==> src/rtl/dagc_pkg.sv <==
package dagc_pkg;

    // gain code: upper SHIFT_W bits coarse shift, lower FRAC_W bits fine step
    localparam int FRAC_W   = 4;
    localparam int SHIFT_W  = 4;
    localparam int GAIN_W   = FRAC_W + SHIFT_W;
    localparam int GAIN_MAX = (1 << GAIN_W) - 1;

    localparam int TGT_W    = 16;
    localparam int KG_W     = 8;
    localparam int KG_SH    = 6;
    localparam int AVG_W    = 4;
    localparam int CNT_W    = 1 << AVG_W;
    localparam int CLIP_W   = CNT_W + 1;
    localparam int ERR_W    = TGT_W + 2;
    localparam int PROD_W   = ERR_W + KG_W + 1;
    localparam int SUM_W    = PROD_W + 1;
    localparam int REG_W    = 16;

    localparam logic [2:0] REG_TARGET = 3'd0;
    localparam logic [2:0] REG_KGAIN  = 3'd1;
    localparam logic [2:0] REG_AVG    = 3'd2;
    localparam logic [2:0] REG_CTRL   = 3'd3;
    localparam logic [2:0] REG_LOAD   = 3'd4;

    typedef enum logic {
        MODE_LEVEL = 1'b0,
        MODE_CLIP  = 1'b1
    } agc_mode_e;

    typedef struct packed {
        logic [TGT_W-1:0] target;
        logic [KG_W-1:0]  kgain;
        logic [AVG_W-1:0] avg_log2;
        agc_mode_e        mode;
        logic             bypass;
    } agc_cfg_t;

    function automatic logic [GAIN_W-1:0] clamp_gain(input logic signed [SUM_W-1:0] v);
        if (v < 0)
            return '0;
        else if (v > SUM_W'(GAIN_MAX))
            return GAIN_W'(GAIN_MAX);
        else
            return v[GAIN_W-1:0];
    endfunction

endpackage

==> src/rtl/dagc_lane.sv <==
module dagc_lane
    import dagc_pkg::*;
#(
    parameter int IN_W  = 24,
    parameter int OUT_W = 16,
    parameter int RS    = 12
) (
    input  logic signed [IN_W-1:0]  x,
    input  logic        [GAIN_W-1:0] gain,
    input  logic                    bypass,
    output logic signed [OUT_W-1:0] y,
    output logic                    sat
);
    localparam int PW = IN_W + FRAC_W + 2 + (1 << SHIFT_W);
    localparam logic signed [PW-1:0] HALF = PW'(1) <<< (RS - 1);
    localparam logic signed [PW-1:0] MAXP = PW'((1 << (OUT_W - 1)) - 1);
    localparam logic signed [PW-1:0] MINP = -MAXP;

    logic signed [PW-1:0] prod, shifted, rounded, scaled;
    logic                 hi, lo;

    always_comb begin
        prod    = PW'(x) * PW'($signed({1'b0, 1'b1, gain[FRAC_W-1:0]}));
        shifted = prod <<< gain[GAIN_W-1:FRAC_W];
        rounded = shifted + HALF;
        scaled  = rounded >>> RS;
        hi      = scaled > MAXP;
        lo      = scaled < MINP;
        if (bypass)
            y = x[IN_W-1 -: OUT_W];
        else if (hi)
            y = MAXP[OUT_W-1:0];
        else if (lo)
            y = MINP[OUT_W-1:0];
        else
            y = scaled[OUT_W-1:0];
        sat = !bypass && (hi || lo);
    end

endmodule

==> src/rtl/dagc_meter.sv <==
module dagc_meter
    import dagc_pkg::*;
#(
    parameter int OUT_W = 16
) (
    input  logic                    clk,
    input  logic                    rst,
    input  logic                    smp_valid,
    input  logic signed [OUT_W-1:0] smp_i,
    input  logic signed [OUT_W-1:0] smp_q,
    input  logic                    smp_sat,
    input  logic [AVG_W-1:0]        avg_log2,
    input  logic                    bypass,
    output logic                    done,
    output logic [$clog2(2*OUT_W)+FRAC_W-1:0] log_pow,
    output logic [CLIP_W-1:0]       clip_tot
);
    localparam int POW_W = 2 * OUT_W;
    localparam int EXP_W = $clog2(POW_W);
    localparam int ACC_W = POW_W + CNT_W;

    logic [CNT_W-1:0]        cnt;
    logic [ACC_W-1:0]        acc, acc_tot;
    logic [CLIP_W-1:0]       clip;
    logic signed [POW_W-1:0] sq_i, sq_q;
    logic [POW_W-1:0]        pow, mean, norm;
    logic [CNT_W:0]          span;
    logic [EXP_W-1:0]        msb;
    logic                    last;

    always_comb begin
        sq_i     = POW_W'(smp_i) * POW_W'(smp_i);
        sq_q     = POW_W'(smp_q) * POW_W'(smp_q);
        pow      = $unsigned(sq_i) + $unsigned(sq_q);
        acc_tot  = acc + ACC_W'(pow);
        clip_tot = clip + CLIP_W'(smp_sat);
        span     = (CNT_W+1)'(1) << avg_log2;
        last     = {1'b0, cnt} >= (span - (CNT_W+1)'(1));
        done     = smp_valid && !bypass && last;
        mean     = POW_W'(acc_tot >> avg_log2);
        msb      = '0;
        for (int b = 0; b < POW_W; b++)
            if (mean[b]) msb = EXP_W'(b);
        norm     = mean << (POW_W - 1 - int'(msb));
        log_pow  = (mean == '0) ? '0 : {msb, norm[POW_W-2 -: FRAC_W]};
    end

    always_ff @(posedge clk) begin
        if (rst || bypass) begin
            cnt  <= '0;
            acc  <= '0;
            clip <= '0;
        end else if (smp_valid) begin
            if (last) begin
                cnt  <= '0;
                acc  <= '0;
                clip <= '0;
            end else begin
                cnt  <= cnt + CNT_W'(1);
                acc  <= acc_tot;
                clip <= clip_tot;
            end
        end
    end


    clip_le_cnt_chk: assert property (@(posedge clk) disable iff (rst)
        clip <= CLIP_W'(cnt));


    bypass_clear_chk: assert property (@(posedge clk) disable iff (rst)
        bypass |=> (cnt == '0) && (clip == '0));

endmodule

==> src/rtl/dagc_gain_ctrl.sv <==
module dagc_gain_ctrl
    import dagc_pkg::*;
#(
    parameter int LOG_W     = 9,
    parameter int INIT_GAIN = 128
) (
    input  logic              clk,
    input  logic              rst,
    input  agc_cfg_t          cfg,
    input  logic              done,
    input  logic [LOG_W-1:0]  log_pow,
    input  logic [CLIP_W-1:0] clip_tot,
    input  logic              load,
    input  logic [GAIN_W-1:0] load_val,
    output logic [GAIN_W-1:0] gain
);
    logic [ERR_W-1:0]         meas;
    logic signed [ERR_W-1:0]  err;
    logic signed [PROD_W-1:0] prod;
    logic signed [SUM_W-1:0]  delta, sum;
    logic [GAIN_W-1:0]        nxt;

    always_comb begin
        meas  = (cfg.mode == MODE_CLIP) ? ERR_W'(clip_tot) : ERR_W'(log_pow);
        err   = $signed(ERR_W'(cfg.target)) - $signed(meas);
        prod  = PROD_W'(err) * PROD_W'($signed({1'b0, cfg.kgain}));
        delta = SUM_W'(prod >>> KG_SH);
        sum   = $signed(SUM_W'(gain)) + delta;
        nxt   = clamp_gain(sum);
    end

    always_ff @(posedge clk) begin
        if (rst)
            gain <= GAIN_W'(INIT_GAIN);
        else if (load)
            gain <= load_val;
        else if (done)
            gain <= nxt;
    end


    gain_hold_chk: assert property (@(posedge clk) disable iff (rst)
        !(done || load) |=> $stable(gain));


    bypass_freeze_chk: assert property (@(posedge clk) disable iff (rst)
        cfg.bypass && !load |=> $stable(gain));


    step_up_chk: assert property (@(posedge clk) disable iff (rst)
        done && !load && !err[ERR_W-1] |=> gain >= $past(gain));


    load_chk: assert property (@(posedge clk) disable iff (rst)
        load |=> gain == $past(load_val));

endmodule

==> src/rtl/dagc_loop.sv <==
module dagc_loop
    import dagc_pkg::*;
#(
    parameter int IN_W      = 24,
    parameter int OUT_W     = 16,
    parameter int RS        = 12,
    parameter int INIT_GAIN = 128
) (
    input  logic                    clk,
    input  logic                    rst,
    input  logic                    in_valid,
    input  logic signed [IN_W-1:0]  in_i,
    input  logic signed [IN_W-1:0]  in_q,
    input  logic                    cfg_we,
    input  logic [2:0]              cfg_addr,
    input  logic [REG_W-1:0]        cfg_wdata,
    output logic                    out_valid,
    output logic signed [OUT_W-1:0] out_i,
    output logic signed [OUT_W-1:0] out_q,
    output logic [GAIN_W-1:0]       gain_o
);
    localparam int LOG_W = $clog2(2 * OUT_W) + FRAC_W;
    localparam int LANES = 2;
    localparam logic signed [OUT_W-1:0] MINO = {1'b1, {(OUT_W-1){1'b0}}};

    agc_cfg_t                cfg;
    logic                    load;
    logic signed [IN_W-1:0]  lane_x [LANES];
    logic signed [OUT_W-1:0] lane_y [LANES];
    logic [LANES-1:0]        lane_sat;
    logic                    sat_q;
    logic                    done;
    logic [LOG_W-1:0]        log_pow;
    logic [CLIP_W-1:0]       clip_tot;

    assign load      = cfg_we && (cfg_addr == REG_LOAD);
    assign lane_x[0] = in_i;
    assign lane_x[1] = in_q;

    always_ff @(posedge clk) begin
        if (rst) begin
            cfg.target   <= TGT_W'(400);
            cfg.kgain    <= KG_W'(16);
            cfg.avg_log2 <= AVG_W'(3);
            cfg.mode     <= MODE_LEVEL;
            cfg.bypass   <= 1'b0;
        end else if (cfg_we) begin
            case (cfg_addr)
                REG_TARGET: cfg.target   <= cfg_wdata[TGT_W-1:0];
                REG_KGAIN:  cfg.kgain    <= cfg_wdata[KG_W-1:0];
                REG_AVG:    cfg.avg_log2 <= cfg_wdata[AVG_W-1:0];
                REG_CTRL: begin
                    cfg.bypass <= cfg_wdata[0];
                    cfg.mode   <= agc_mode_e'(cfg_wdata[1]);
                end
                default: ;
            endcase
        end
    end

    for (genvar g = 0; g < LANES; g++) begin : g_lane
        dagc_lane #(.IN_W(IN_W), .OUT_W(OUT_W), .RS(RS)) u_lane (
            .x      (lane_x[g]),
            .gain   (gain_o),
            .bypass (cfg.bypass),
            .y      (lane_y[g]),
            .sat    (lane_sat[g])
        );
    end

    always_ff @(posedge clk) begin
        if (rst) begin
            out_valid <= 1'b0;
            out_i     <= '0;
            out_q     <= '0;
            sat_q     <= 1'b0;
        end else begin
            out_valid <= in_valid;
            if (in_valid) begin
                out_i <= lane_y[0];
                out_q <= lane_y[1];
                sat_q <= |lane_sat;
            end
        end
    end

    dagc_meter #(.OUT_W(OUT_W)) u_meter (
        .clk       (clk),
        .rst       (rst),
        .smp_valid (out_valid),
        .smp_i     (out_i),
        .smp_q     (out_q),
        .smp_sat   (sat_q),
        .avg_log2  (cfg.avg_log2),
        .bypass    (cfg.bypass),
        .done      (done),
        .log_pow   (log_pow),
        .clip_tot  (clip_tot)
    );

    dagc_gain_ctrl #(.LOG_W(LOG_W), .INIT_GAIN(INIT_GAIN)) u_ctrl (
        .clk      (clk),
        .rst      (rst),
        .cfg      (cfg),
        .done     (done),
        .log_pow  (log_pow),
        .clip_tot (clip_tot),
        .load     (load),
        .load_val (cfg_wdata[GAIN_W-1:0]),
        .gain     (gain_o)
    );


    valid_follow_chk: assert property (@(posedge clk) disable iff (rst)
        in_valid |=> out_valid);


    valid_idle_chk: assert property (@(posedge clk) disable iff (rst)
        !in_valid |=> !out_valid);


    no_min_code_chk: assert property (@(posedge clk) disable iff (rst)
        in_valid && !cfg.bypass |=> (out_i != MINO) && (out_q != MINO));

endmodule

==> config.mk <==
export PLATFORM = sky130hd
export DESIGN_NAME = dagc_loop
export DESIGN_NICKNAME = d
export VERILOG_FILES = /design/src/rtl/dagc_pkg.sv /design/src/rtl/dagc_lane.sv /design/src/rtl/dagc_meter.sv /design/src/rtl/dagc_gain_ctrl.sv /design/src/rtl/dagc_loop.sv
export SDC_FILE = /design/constraint.sdc
export NUM_CORES = 2
export LEC_CHECK = 0
export BUFFER_PORTS_ARGS = -buffer_cell sky130_fd_sc_hd__buf_4
export CAP_MARGIN = 20
export CORE_MARGIN = 2
export CORE_UTILIZATION = 55
export DETAILED_ROUTE_END_ITERATION = 16
export GPL_TIMING_DRIVEN = 0
export PLACE_DENSITY = 0.78
export REMOVE_ABC_BUFFERS = 1
export SYNTH_ARGS = -nofsm -noshare
export SYNTH_HDL_FRONTEND = slang
export SYNTH_SLANG_ARGS = --single-unit
==> constraint.sdc <==
create_clock -name clk -period 23.4 [get_ports clk]
set_input_delay 3.51 -clock clk [delete_from_list [all_inputs] [get_ports clk]]
set_output_delay 3.51 -clock clk [all_outputs]
set_load 0.1 [all_outputs]
; After elaboration in Yosys (flattened, before gate mapping)
; Cells that the tools add are included.
[word_totals]
reg_bits = 153
latchBits = 0
ram_bits = 0
romBits = 0
inputBits = 71
output_inout_bits = 41
word_cells = 107
memories = 0
[op_classes]
addsub = 10
n_mul = 5
div = 0
n_lt_le_gt_ge = 7
n_eq_ne = 4
n_shift = 5
mux = 46
bitwise = 0
reduce_logical = 17
[ops]
columns = operator, count
row1 = $mux W16, 7
row2 = $add A46 B13 Y46 const B, 2
row3 = $sshl A46 B4 Y46, 2
row4 = $mux W5, 16
row5 = $gt A34 B16 Y1 const B, 2
row6 = $lt A34 B16 Y1 const B, 2
row7 = $mul A16 B16 Y32, 2
row8 = $mul A24 B6 Y30, 2
row9 = $add A48 B32 Y48, 1
row10 = $mux W48, 1
row11 = $shr A48 B4 Y32, 1
row12 = $mux W17, 2
row13 = $add A32 B32 Y32, 1
row14 = $logic_not A32 Y1, 1
row15 = $mux W4, 8
row16 = $mux W8, 4
row17 = $shl A32 B32 Y31, 1
row18 = $mul A18 B9 Y27, 1
row19 = $add A9 B21 Y22, 1
row20 = $gt A22 B9 Y1 const B, 1
row21 = $lt A22 B1 Y1 const B, 1
row22 = $sub A16 B17 Y18, 1
row23 = $add A17 B1 Y17, 1
row24 = $ge A16 B17 Y1, 1
row25 = 18 further kinds, 32

; Longest topological paths before layout
[logic_depth]
ltp_word = 47
depth_mapped = 100
ltp_nobuf = 93

; Hierarchy
; Synthesis repeated with hierarchy kept, for this count alone.
[unflattened]
hier_cells = 6810
hier_area_um2 = 55207.9
[by_module_without_submodules]
columns = mod, instances, cells_each, area_per_inst_um2, seq_area_each_um2
row1 = dagc_meter, 1, 3361, 28750.1, 1601.5
row2 = dagc_lane, 2, 1163, 8374.3, 0.0
row3 = dagc_gain_ctrl, 1, 886, 7215.7, 160.2
row4 = dagc_loop, 1, 237, 2493.6, 1281.2

; Worst setup path after synthesis
; Ideal clock, no wire load.
[synth_timing]
path_type = register to register
start = register out_i[5]
end = register u_ctrl.gain[1]
setup_ps = 75
arrival_time_ps = 20476
required_ps = 23325
path_slack_ps = 2849
stages_incl_launch_ff = 87
path_buffers = 5
period_less_slack_ps = 20551
cell_sequence = dfxtp_1 -> clkbuf_1 -> nand2_1 -> fa_1 -> fa_1 -> fa_1 -> fa_1 -> fa_1 -> fa_1 -> fa_1 -> fa_1 -> inv_1 -> ha_1 -> a21oi_1 -> o21ai_0 -> a21oi_1 -> o21ai_0 -> a21oi_1 -> (+51 left out) -> nand2_1 -> fa_1 -> inv_1 -> fa_1 -> fa_1 -> inv_1 -> fa_1 -> inv_1 -> ha_1 -> and3_1 -> a311oi_1 -> o21ai_1 -> a211o_1 -> a21oi_1 -> xnor2_1 -> mux2_2 -> and3_1 -> o21ai_0
[synth_between]
elab_chain_len = 47
elab_cells_between_ends = 49
classes_between = add/sub: 5 / mul: 2 / order compare: 2 / shift: 2 / mux: 37 / reduce/logical: 1
[synth_lines]
columns = element, line_no
row1 = from (decl), dagc_loop.sv:18  ; output logic signed [OUT_W-1:0] out_i,
row2 = from (signal assigned), dagc_loop.sv:80  ; out_i <= lane_y[0];
row3 = $mul A16 B16 Y32 *, dagc_meter.sv:32  ; sq_i = POW_W'(smp_i) * POW_W'(smp_i);
row4 = $add A32 B32 Y32 *, dagc_meter.sv:34  ; pow = $unsigned(sq_i) + $unsigned(sq_q);
row5 = $add A48 B32 Y48 *, dagc_meter.sv:35  ; acc_tot = acc + ACC_W'(pow);
row6 = $shr A48 B4 Y32 *, dagc_meter.sv:40  ; mean = POW_W'(acc_tot >> avg_log2);
row7 = $mux W1, dagc_meter.sv:43  ; if (mean[b]) msb = EXP_W'(b);
row8 = $mux W2 (2 in a row), dagc_meter.sv:43
row9 = $mux W3 (4 in a row), dagc_meter.sv:43
row10 = $mux W4 (8 in a row), dagc_meter.sv:43
row11 = (+20 left out), -
row12 = $sub A16 B17 Y18 *, dagc_gain_ctrl.sv:25  ; err = $signed(ERR_W'(cfg.target)) - $signed(meas);
row13 = $mul A18 B9 Y27 *, dagc_gain_ctrl.sv:26  ; prod = PROD_W'(err) * PROD_W'($signed({1'b0, cfg.kgain}));
row14 = $add A9 B21 Y22 *, dagc_gain_ctrl.sv:28  ; sum = $signed(SUM_W'(gain)) + delta;
row15 = $gt A22 B9 Y1, dagc_pkg.sv:42  ; else if (v > SUM_W'(GAIN_MAX))
row16 = $mux W8, dagc_pkg.sv:42
row17 = $mux W8 *, dagc_pkg.sv:40  ; if (v < 0)
row18 = $mux W8 *, dagc_gain_ctrl.sv:37  ; else if (done)
row19 = $mux W8 *, dagc_gain_ctrl.sv:35  ; else if (load)
row20 = to (signal assigned), dagc_gain_ctrl.sv:34  ; gain <= GAIN_W'(INIT_GAIN);
row21 = to (signal assigned), dagc_gain_ctrl.sv:36  ; gain <= load_val;
row22 = to (signal assigned), dagc_gain_ctrl.sv:38  ; gain <= nxt;
row23 = to (decl), dagc_gain_ctrl.sv:15  ; output logic [GAIN_W-1:0] gain
; Mark *: on every way between the ends. The rest lies on a longest branch, timed or not. The select of a mux whose other input is x is not followed.
; A chain may end at the register's enable or synchronous reset.

; Final worst setup path
[layout_timing]
start = register out_i[7]
end = register u_ctrl.gain[7]
; Same word-level chain as after synthesis.

==> metrics.cfg <==
[status]
status = complete, no violations

[synthesis]
ys_seq_area_share_pct = 5.71
synth_top_family_by_area = adder cells
syn_area_per_cell_sq_um = 8.08
synth_top_cell_by_area = fa_1
synth_seq_cells = 152
synth_warnings = 0
ys_types = 124
synthXorXnorAreaFrac_pct = 3.39
synth_top_area_share_pct = 29.5
synth.cell_area_sq_mm = 0.0533
synthCells = 6593
synth-async-reset-ratio_pct = 0
synth_compound_area_share_pct = 19.6
synthFlopType = dfxtp_1
synthAdderAreaFrac_pct = 38.3
yosys-top-cells-area = fa_1 (30%), ha_1 (8.8%), inv_1 (6.4%)
synth_edf_count = 0
muxShareOfSynthArea_pct = 3.54
synth-simple-area-share_pct = 20.7

[worst_setup_path]
crit_type = flip-flop to flip-flop
worstPathRequired_ns = 23.78
cp_max_fo = 19
cp-start-kind = flip-flop
critPathCaptureType = flip-flop
worstPathArrival_ns = 22.79
crit_path_frequent_cell = fa_1
cpPeakStageDelay_ns = 0.62
slowest_stage = fa_1
reg2reg_depth = 85

[floorplanning]
die_w_um = 315
placementRows = 114
die_h_um = 315
start_util_pct = 55.3
die_area_sq_mm = 0.0993
coreArea_sq_mm = 0.0963
io-pin-count = 112

[global_route]
grt_max_degree = 85
grt_usage_pct = 31.9
grt-ovfl-total = 0
grt_first_pass_wirelength_um = 256000
antenna_found_initial = 10
grt_pass1_vias = 48300

[sta]
slew_headroom_pct = 18.8
period_minus_slack_ns = 22.41
tightest_slew_ns = 1.21
finClkSkew_ns = 0.0197
finalCritPeriodShare_pct = 95.8
hold_violations = 0
fmax_mhz = 44.6
setup_viol = 0
slew_violations = 0

[route]
routed_wl_um = 160000
first_pass_iters = 9
drc = 0
drtAntennaViolNets = 0
viasPerCell = 6.30
drt_iter0_markers = 4601
post_drt_wl_per_cell_um = 20.6
via_count = 48800

[clock_tree]
cts_tree = built
path_clk_slew_ns = 0.07
htreeDepth = 4
insertion_delay_ns = 0.50
cts-buffers-inserted = 17
cts-root-buf = clkbuf_16
cts_buffer_depth = 2
cts_num_sinks = 152

[worst_hold_path]
hold_class = flip-flop to flip-flop
holdPathStages = 2

[finish]
fill_cells = 8569
drive_gt1_share_pct = 7.47
finalNetCount = 7683
fin_area_sq_mm = 0.0563
syn_to_final_growth_pct = 5.69
final_cell_mix = inv_1 (904), fa_1 (783), nand2_1 (705)
final_common_cell = inv_1
final_core_util_pct = 58.5

[placed_design]
gp_congestion = 1.01
numPortBuffers = 111
hpwl_um = 127000
place_area_sq_mm = 0.0549

[flow_run]
maxCapViolCount = 0

==> registers in the layout, summed over array words and instances, names as in the netlist <==
name,cells
cfg,30
out_i,16
out_q,16
out_valid,1
sat_q,1
u_ctrl.gain,8
u_meter.acc,47
u_meter.clip,17
u_meter.cnt,16
==> path summary, 6_finish.rpt <==
| kind | startpoint | end | slack (ns) |
|---|---|---|---|
| worst max-delay path | out_i[7] | u_ctrl.gain[7] | 0.99 |
| worst min-delay path | cfg[20] | cfg[20] | 0.46 |
| worst max register to register | out_i[7] | u_ctrl.gain[7] | 0.99 |
| worst min register to register | cfg[20] | cfg[20] | 0.46 |
==> cell type report <==
type                    instances  area [sq um]  share of cell area, %
multi-input cells            5204         45900                   81.6
clock buffers                  18           450                  0.800
repair buffers                166          1570                   2.79
diodes                          4          10.0                 0.0178
well taps                    1276          1600                   2.84
flip-flops and latches        152          3140                   5.57
inverters                     913          3430                   6.10
clock inverters                14           174                  0.309
==> metrics by stage <==
stage          hold slack (ns)  cells  setup WS (ns)  TNS, ns
2_1_floorplan            0.430   6268           1.72        0
3_3_place_gp             0.446   7655          -2.22   -17.44
3_5_place_dp             0.458   7680          -1.36   -10.71
5_1_grt                  0.490   7747        -0.0639  -0.0639
4_1_cts                  0.469   7716        0.00859        0
6_report                 0.465   7747          0.988        0
==> per-layer routing <==
layer,up-vias,track usage (%),wire length (um)
li1,22200,-,-
met4,8,11.4,6410
met3,430,5.23,13700
met5,-,0,57
met2,2166,53.6,76400
met1,24000,41.5,63200
==> timing repair <==
item	CTS	global route
pin swaps	3	11
endpoints found under the setup margin	8	8
endpoints found under the hold margin	0	0
cloned	0	1
hold buffers	0	0
buffers inserted	4	21
gates resized for setup	28	89
==> cells by family (layout without fill, tap and decap cells) <==
group	count (synthesis)	count (layout)
buffers and inverters	1238	1111
other	1	5
XOR/XNOR	205	205
multiplexers	158	158
AND/OR/NAND/NOR	2182	2183
flip-flops	152	152
AO/OA/AOI/OAI	1499	1499
adder cells (fa/ha/maj)	1158	1158
==> synth_stat cells, types with 22 or more instances <==
library cell,count
and2_1,355
mux2_2,27
o21bai_1,22
xnor2_1,136
or3_1,35
o211ai_1,69
nor3_1,116
and3_1,66
clkbuf_1,249
o21ai_0,275
buf_1,36
mux2i_1,108
a211o_1,28
o31a_1,22
o22ai_1,41
o21ai_1,28
nand3b_1,27
a211oi_1,64
o21a_1,61
nand4_1,50
a22oi_1,34
nor2_1,372
nand2_1,706
fa_1,785
inv_1,907
o31ai_1,33
a21boi_0,23
buf_2,32
nand3_1,154
a31oi_1,48
nor2b_1,59
a221oi_1,29
nand2b_1,67
xor2_1,68
a21oi_1,325
ha_1,373
dfxtp_1,152
nor4_1,28
or2_2,30
a21o_1,70
==> worst max-delay path, delay by kind of cell (launching register included) <==
family | cells | cell delay (ns)
AOI/OAI and AO/OA | 36 | 8.26
xor gates and xnor gates | 2 | 0.49
DFF | 1 | 0.55
and+or+nand+nor | 17 | 4.02
muxes | 3 | 0.60
adders and majority gates | 16 | 7.39
buffers and inverters | 11 | 0.93
Power is not shown: default switching activity piles up to over one toggle a cycle in this logic, so the estimate is an artifact.
